### src/rtl/hw_fp_pkg.sv
package hw_fp_pkg;
  localparam int HALF_EXP_W = 5;
  localparam int HALF_FRC_W = 10;
  localparam int SGL_EXP_W  = 8;
  localparam int SGL_FRC_W  = 23;

  typedef enum logic [2:0] {
    FCL_ZERO = 3'd0,
    FCL_SUB  = 3'd1,
    FCL_NORM = 3'd2,
    FCL_INF  = 3'd3,
    FCL_NAN  = 3'd4
  } fp_class_e;
endpackage

### src/rtl/hw_fp_classify.sv
module hw_fp_classify
  import hw_fp_pkg::*;
#(
  parameter int EXP_W = HALF_EXP_W,
  parameter int FRC_W = HALF_FRC_W
) (
  input  logic [EXP_W-1:0] exp_field,
  input  logic [FRC_W-1:0] frc_field,
  output fp_class_e        kind,
  output logic             is_snan
);
  logic exp_zero, exp_ones, frc_zero;

  always_comb begin
    exp_zero = (exp_field == '0);
    exp_ones = (exp_field == '1);
    frc_zero = (frc_field == '0);
    if (exp_zero && frc_zero)      kind = FCL_ZERO;
    else if (exp_zero)             kind = FCL_SUB;
    else if (exp_ones && frc_zero) kind = FCL_INF;
    else if (exp_ones)             kind = FCL_NAN;
    else                           kind = FCL_NORM;
    is_snan = exp_ones && !frc_zero && !frc_field[FRC_W-1];
  end
endmodule

### src/rtl/hw_lead_zero.sv
module hw_lead_zero #(
  parameter int W  = 10,
  localparam int CW = $clog2(W + 1)
) (
  input  logic [W-1:0]  vec,
  output logic [CW-1:0] zeros
);
  logic [W-1:0] hit;

  // hit[i]: bit i is set and every bit above it is clear
  generate
    for (genvar i = 0; i < W; i++) begin : g_hit
      if (i == W - 1) begin : g_top
        assign hit[i] = vec[i];
      end else begin : g_low
        assign hit[i] = vec[i] && (vec[W-1:i+1] == '0);
      end
    end
  endgenerate

  always_comb begin
    zeros = CW'(W);
    for (int i = 0; i < W; i++) begin
      if (hit[i]) zeros = CW'(W - 1 - i);
    end
  end
endmodule

### src/rtl/hw_widen_core.sv
module hw_widen_core
  import hw_fp_pkg::*;
#(
  parameter int EI = HALF_EXP_W,
  parameter int FI = HALF_FRC_W,
  parameter int EO = SGL_EXP_W,
  parameter int FO = SGL_FRC_W,
  localparam int IW = 1 + EI + FI,
  localparam int OW = 1 + EO + FO,
  localparam int PAD = FO - FI,
  localparam int REBIAS = ((1 << (EO - 1)) - 1) - ((1 << (EI - 1)) - 1),
  localparam int CW = $clog2(FI + 1)
) (
  input  logic [IW-1:0] src,
  input  logic          canon_nan,
  output logic [OW-1:0] dst,
  output logic          invalid
);
  logic          sgn;
  logic [EI-1:0] e_in;
  logic [FI-1:0] f_in;
  fp_class_e     kind;
  logic          snan;
  logic [CW-1:0] lz;
  logic [FI-1:0] f_shift;
  logic [FI-1:0] f_norm;

  assign sgn  = src[IW-1];
  assign e_in = src[IW-2 -: EI];
  assign f_in = src[FI-1:0];

  hw_fp_classify #(.EXP_W(EI), .FRC_W(FI)) u_cls (
    .exp_field (e_in),
    .frc_field (f_in),
    .kind      (kind),
    .is_snan   (snan)
  );

  hw_lead_zero #(.W(FI)) u_lz (
    .vec   (f_in),
    .zeros (lz)
  );

  // drop the leading one once it reaches the top bit
  always_comb begin
    f_shift = f_in << lz;
    f_norm  = {f_shift[FI-2:0], 1'b0};
  end

  always_comb begin
    invalid = snan;
    unique case (kind)
      FCL_ZERO: dst = {sgn, {(OW-1){1'b0}}};
      FCL_INF:  dst = {sgn, {EO{1'b1}}, {FO{1'b0}}};
      FCL_NORM: dst = {sgn, EO'(e_in) + EO'(REBIAS), f_in, {PAD{1'b0}}};
      FCL_SUB:  dst = {sgn, EO'(REBIAS) - EO'(lz), f_norm, {PAD{1'b0}}};
      FCL_NAN: begin
        if (canon_nan) dst = {1'b0, {EO{1'b1}}, 1'b1, {(FO-1){1'b0}}};
        else           dst = {sgn, {EO{1'b1}}, 1'b1, f_in[FI-2:0], {PAD{1'b0}}};
      end
      default:  dst = '0;
    endcase
  end
endmodule

### src/rtl/half_to_single_widen.sv
module half_to_single_widen
  import hw_fp_pkg::*;
#(
  parameter int EI = HALF_EXP_W,
  parameter int FI = HALF_FRC_W,
  parameter int EO = SGL_EXP_W,
  parameter int FO = SGL_FRC_W,
  localparam int IW = 1 + EI + FI,
  localparam int OW = 1 + EO + FO
) (
  input  logic          clk,
  input  logic          rst_n,
  input  logic          in_valid,
  input  logic [IW-1:0] in_half,
  input  logic          canon_nan_en,
  output logic          out_valid,
  output logic [OW-1:0] out_single,
  output logic          out_invalid
);
  logic [OW-1:0] core_dst;
  logic          core_inv;
  logic [OW-1:0] res_q, res_d;
  logic          inv_q, inv_d;
  logic          vld_q;

  hw_widen_core #(.EI(EI), .FI(FI), .EO(EO), .FO(FO)) u_core (
    .src       (in_half),
    .canon_nan (canon_nan_en),
    .dst       (core_dst),
    .invalid   (core_inv)
  );

  always_comb begin
    res_d = res_q;
    inv_d = inv_q;
    if (in_valid) begin
      res_d = core_dst;
      inv_d = core_inv;
    end
  end

  always_ff @(posedge clk or negedge rst_n) begin
    if (!rst_n) begin
      res_q <= '0;
      inv_q <= 1'b0;
      vld_q <= 1'b0;
    end else begin
      res_q <= res_d;
      inv_q <= inv_d;
      vld_q <= in_valid;
    end
  end

  assign out_valid   = vld_q;
  assign out_single  = res_q;
  assign out_invalid = inv_q;
endmodule

### config.mk
export PLATFORM = sky130hd
export DESIGN_NAME = half_to_single_widen
export DESIGN_NICKNAME = d
export VERILOG_FILES = /design/src/rtl/hw_fp_pkg.sv /design/src/rtl/hw_fp_classify.sv /design/src/rtl/hw_lead_zero.sv /design/src/rtl/hw_widen_core.sv /design/src/rtl/half_to_single_widen.sv
export SDC_FILE = /design/constraint.sdc
export NUM_CORES = 1
export LEC_CHECK = 0
export ABC_AREA = 1
export BUFFER_PORTS_ARGS = -buffer_cell sky130_fd_sc_hd__buf_4
export CAP_MARGIN = 20
export CORE_ASPECT_RATIO = 0.5
export CORE_MARGIN = 8
export CORE_UTILIZATION = 59
export DETAILED_ROUTE_END_ITERATION = 10
export PLACE_DENSITY = 0.85
export SYNTH_ARGS = -nofsm -noshare
export SYNTH_HDL_FRONTEND = slang
export SYNTH_HIERARCHICAL = 1
export SYNTH_SLANG_ARGS = --single-unit
### constraint.sdc
create_clock -name clk -period 1.6 [get_ports clk]
set_input_delay 0.08 -clock clk [delete_from_list [all_inputs] [get_ports clk]]
set_output_delay 0.08 -clock clk [all_outputs]
set_load 0.005 [all_outputs]
Word-level counts from Yosys, hierarchy flattened --
Cells that the tools add are included.
Storage, ports and cells: bits in registers 34, input port bits 20, output and inout bits 34, word-level logic and storage cells 54
Operators by class: add/subtract/negate cells 2, equal/unequal tests 5, shifts and indexed selects 1, multiplexer cells 16, bitwise gates (word level) 1, reductions and logical operators 26
Operators by type and width (count):
- $pmux 32 s5 | 1
- $mux 4 | 9
- $mux 32 | 1
- $logic_and 1x1->1 | 13
- $mux 3 | 4
- $logic_not 10->1 | 1
- $logic_not 5->1 | 2
- $shl 10x4->9 | 1
- $logic_not 9->1 | 1
- $add 5x7->8 const B | 1
- $logic_not 8->1 | 1
- $sub 7x4->8 const A | 1
- $logic_not 7->1 | 1
- $eq 3x2->1 const B | 2
- $logic_not 3->1 | 2
- $logic_not 6->1 | 1
- $eq 5x5->1 const B | 1
- $logic_not 4->1 | 1
- $eq 3x1->1 const B | 1
- $eq 3x3->1 const B | 1
- $logic_not 1->1 | 2
- $logic_not 2->1 | 1
- $mux 2 | 1
- $not 1->1 | 1

Depth between registers and ports, before layout --
depth in word-level cells 14, gate-level depth with buffers 16, depth with buffers taken out 16

Cells and area by module --
The synthesis kept the hierarchy.
By module, submodules not included:
- half_to_single_widen | instances 1, cells each 141, area each 1330.0 um2, seq. area each 850.8 um2
- hw_widen_core | instances 1, cells each 133, area each 718.2 um2, seq. area each 0.0 um2
- hw_lead_zero | instances 1, cells each 32, area each 145.1 um2, seq. area each 0.0 um2
- hw_fp_classify | instances 1, cells each 23, area each 102.6 um2, seq. area each 0.0 um2

Worst setup path after synthesis --
No wires, ideal clock.
kind input -> register, start input port in_half[11], end register res_q[29], in the netlist out_single[29], library setup time 0.116 ns, arrival time 1.373 ns, required time 1.484 ns, setup slack 0.110 ns, stages 14, path buffers 1, cell sequence nand2_1 -> nor2_1 -> nand2_1 -> nor2_2 -> nor2_2 -> inv_1 -> nor2_2 -> nand2_1 -> nand2_1 -> nor2_1 -> nand2_1 -> buf_4 -> nand2_1 -> nand2_1
Between the ends: word-level cells in the longest chain between the ends 7, elaborated cells on any way between the ends 15, classes of those cells 1 x add/sub; 5 x eq/ne; 5 x mux; 4 x reduce/logical
RTL lines:
- from (decl) | line half_to_single_widen.sv:14 | input logic [IW-1:0] in_half,
- $eq 5x5->1 | line hw_fp_classify.sv:16 | exp_ones = (exp_field == '1);
- $mux 3 or $logic_and 1x1->1 (tied branches) | line hw_fp_classify.sv:21, hw_fp_classify.sv:20
- $mux 3 | line hw_fp_classify.sv:20 | else if (exp_ones && frc_zero) kind = FCL_INF;
- $mux 3 | line hw_fp_classify.sv:19 | else if (exp_zero) kind = FCL_SUB;
- $mux 3 (*) | line hw_fp_classify.sv:18 | if (exp_zero && frc_zero) kind = FCL_ZERO;
- net u_core.kind[2] | line hw_widen_core.sv:22 | fp_class_e kind;
- $eq 3x3->1 (tied with other cells) | line hw_widen_core.sv:52 | unique case (kind)
- $pmux 32 s5 (*) | line hw_widen_core.sv:52
- net core_dst[29] | line half_to_single_widen.sv:20 | logic [OW-1:0] core_dst;
- to (signal assigned) | line half_to_single_widen.sv:48 | res_q <= res_d;
- to (decl) | line half_to_single_widen.sv:22 | logic [OW-1:0] res_q, res_d;
The timed path passes the listed nets; every way through them passes the cells marked *. A chain may end at the register's enable or synchronous reset.

Worst setup path after layout --
start input port in_half[2], end register res_q[21], in the netlist out_single[21]
Between the ends: word-level cells in the longest chain between the ends 14, elaborated cells on any way between the ends 28, classes of those cells 4 x eq/ne; 1 x shift; 14 x mux; 9 x reduce/logical
RTL lines:
- $logic_not 9->1 | line hw_lead_zero.sv:16 | assign hit[i] = vec[i] && (vec[W-1:i+1] == '0);
- $logic_and 1x1->1 | line hw_lead_zero.sv:16
- $mux 2 | line hw_lead_zero.sv:24 | if (hit[i]) zeros = CW'(W - 1 - i);
- $mux 4 | line hw_lead_zero.sv:24
- $mux 4 (*) (8 in series) | line hw_lead_zero.sv:24
- net u_core.lz[0] | line hw_widen_core.sv:24 | logic [CW-1:0] lz;
- $shl 10x4->9 (*) | line hw_widen_core.sv:46 | f_shift = f_in << lz;
- $pmux 32 s5 (*) | line hw_widen_core.sv:52
- net core_dst[21] | line half_to_single_widen.sv:20
Marked as above.

==> summary.md <==
| Metric | Value |
|---|---|
| Netlist Area Pre-Place | 2296 um2 |
| Buf+Inv Stages, Crit Path | 4 |
| Pwr Total | 2.231 mW |
| Clk_lat worst skew | 0.28 ns |
| Drt via density | 4.944 |
| Crit. End Element | register |
| Slew Viols, Final | 0 |
| CTS sink cnt | 34 |
| Overall overflow remaining after global route | 0 |
| Core area | 3824 um2 |
| Detailed router's first-iteration violation count | 93 |
| Initial DRT Pass Iterations | 4 |
| Synth warnings | 6 |
| Final setup viols | 0 |
| Commonest cells after routing, fill and taps aside | 142 x nand2_1, 79 x buf_4, 34 x dfrtp_1 |
| Ports | 54 |
| Mapped Cells | 329 |
| Area grow syn2layout | 29.81% |
| DRC | 0 |
| First-pass GRT wire length | 10.37 mm |
| Commonest non-fill, non-tap cell in the layout | nand2_1 |
| Clock power frac | 29.0% |
| RSZ-0062 raised after global routing | no |
| Total routed wirelength | 6.359 mm |
| Maximum vdd drop | 298.4 uV |
| Internal power | 1.568 mW |
| Die W | 104.2 um |
| Post-DP HPWL | 4.776 mm |
| Fin crit share | 94.42% |
| Switch share | 29.75% |
| Place WS | -0.1168 ns |
| Pwr/cell area | 748.7 nW/um2 |
| Post-synthesis sequential area ratio | 37.06% |
| CTS tree | yes |
| Worst hold path type | input pin to register |
| Sequential Power Share | 44.6% |
| Root buffer cell | clkbuf_8 |
| Outcome | finished clean |
| Initial antenna violation count | 0 |
| Area leader, netlist | dfrtp_1 |
| Max incr delay on CP | 0.22 ns |
| Top cells by area, synth | dfrtp_1 37%, nand2_1 24%, buf_4 5.9%, nand2_2 3.5%, nor2_1 3.1% |
| Final Skew | 0 ns |
| All-Layer GR Usage | 20.49% |
| Routed len/inst | 13.76 um |
| CTS buffer count | 5 |
| Startpoint Class | input pin |
| CP arrival | 1.69 ns |
| Starting Density | 60.05% |
| Port-buffer cells | 53 |
| Slowest cell on the critical path | nand4_1 |
| Clock tree buffer depth | 2 |
| Post-synth top area share | 37.06% |
| Critical path type | input pin to register |
| Min Clock Period, post-route | 1.511 ns |
| Fmax | 0.6619 GHz |
| Delay-heaviest family, CP | buffers and inverters |
| Die ar. | 6265 um2 |
| Mean area per synthesized cell | 6.979 um2 |
| Comb pwr share | 26.4% |
| Antenna diodes | 0 |
| Cell variety after synth | 33 |
| Pin count of the biggest net entering global routing | 36 |
| Chip height | 60.11 um |
| Seq cells post-synth | 34 |
| Crit-path max FO | 6 |
| Vias | 2284 |
| RD Place Congestion | 0.9154 |
| Layout cell share with drive strength beyond 1 | 32.84% |
| Detail Route Antenna Nets | 0 |
| Post-route setup TNS | 0 ns |
| CP cell instances | buf_4, buf_4, o21ai_2, nand4_1, buf_4, clkbuf_16, nand2_2, o21ai_1, o21ai_1, nand2_1, nand3_1, nand2_1, nand2_1, nand2_1 |
| CP most frequent cell | nand2_1 |
| Worst EP required | 1.77 ns |
| Rows | 16 |
| Max-Cap Viols | 0 |
| Net count, final | 428 |
| Fin. Hold Viols | 0 |
| Reg clk slew, reported paths | 0.07 ns |
| Final worst setup slack | 0.08923 ns |
| Leak Pwr | 1.637 nW |
| Number of global-route vias before repair | 2267 |
| Final Core Density | 77.95% |
| Switch Pwr | 663.7 uW |
| H-tree levels | 2 |
-- cell type report --
class,instances,area (um2)
Timing Repair Buffer,82,648.1
Inverter,25,101.3
Fill cell,283,843.3
Sequential cell,34,850.8
Tap cell,54,67.56
Clock inverter,1,5.005
Clock buffer,7,86.33
Multi-Input combinational cell,259,1221
-- through the flow --
stage          cells  hold slack [ns]  cell area [um2]
6_report         462           0.1288             2980
5_1_grt          462           0.1303             2980
4_1_cts          458           0.1235             2912
3_5_place_dp     449          0.04125             2810
3_3_place_gp     449          0.03630             2810
2_1_floorplan    341          -0.2156             2341
-- kinds of logic after synthesis --
logic type	share of synthesized area (%)
compound gates	8.938
xor+xnor	0.3815
fa+ha+maj	0.5449
buf+inv	12.64
flops	37.06
other cells	0.1633
simple gates	40.27
-- cell usage after synthesis --
cell / count
nand2_1: 145
dfrtp_1: 34
nor2_1: 19
buf_4: 18
inv_1: 17
nand2_2: 13
a21oi_1: 10
nand3_1: 10
o21ai_1: 10
nor2_2: 9
inv_2: 7
nor3_1: 5
o211ai_1: 4
buf_6: 3
nor2_4: 3
o21ai_0: 3
or2_1: 3
a21oi_2: 1
a22o_1: 1
buf_2: 1
buf_8: 1
conb_1: 1
ha_1: 1
inv_8: 1
nand3_2: 1
nand3_4: 1
nand4_1: 1
nor3_2: 1
o21ai_4: 1
o22ai_1: 1
o22ai_2: 1
o31ai_1: 1
xor2_1: 1
-- power groups by stage --
stage / Combinational [mW] / Clock (mW) / Sequential (mW)
3_5_place_dp: 0.560 / 0 / 1.01
4_1_cts: 0.565 / 0.648 / 0.995
5_1_grt: 0.652 / 0.690 / 1.00
6_report: 0.589 / 0.647 / 0.996
2_1_floorplan: 0.289 / 0 / 1.01
3_3_place_gp: 0.549 / 0 / 1.00
-- metal layers --
metal / global-route usage (%) / up-vias / part of all wire, %
li1: - / 1149 / -
met1: 23.72 / 1054 / 44
met2: 37.23 / 72 / 49
met3: 4.946 / 9 / 5.7
met4: 6.721 / 0 / 1.6
met5: 0 / - / 0
-- state kept, by name, indices dropped and copies added, names as in the netlist --
register     flops
out_valid        1
out_single      32
out_invalid      1
-- what timing repair did --
item / CTS / global route
setup endpoints to repair: 0 / 9
setup buffers: 0 / 3
hold buffers: 1 / 0
endpoints found under the hold margin: 34 / 0
resized for setup: 0 / 8
-- worst paths after layout --
| check | endpoint | from | slack [ns] | cells after the start |
|---|---|---|---|---|
| max | out_single[21] | in_half[2] | 0.09 | 14 |
| min | out_valid | in_valid | 0.13 | 1 |
| max reg2reg | out_single[8] | out_single[8] | 0.95 | 2 |
| min reg2reg | out_single[24] | out_single[24] | 0.48 | 2 |
| max in group asynchronous | out_single[2] | rst_n | 1.02 | 2 |
| min in group asynchronous | out_single[9] | rst_n | 0.27 | 2 |
-- worst reg2reg max path, stage by stage, from the launching register on --
cell     delay [ns]
dfrtp_1        0.41
nand2_2        0.09
nand2_1        0.05
Note: power is estimated with default switching activity, not from simulation.
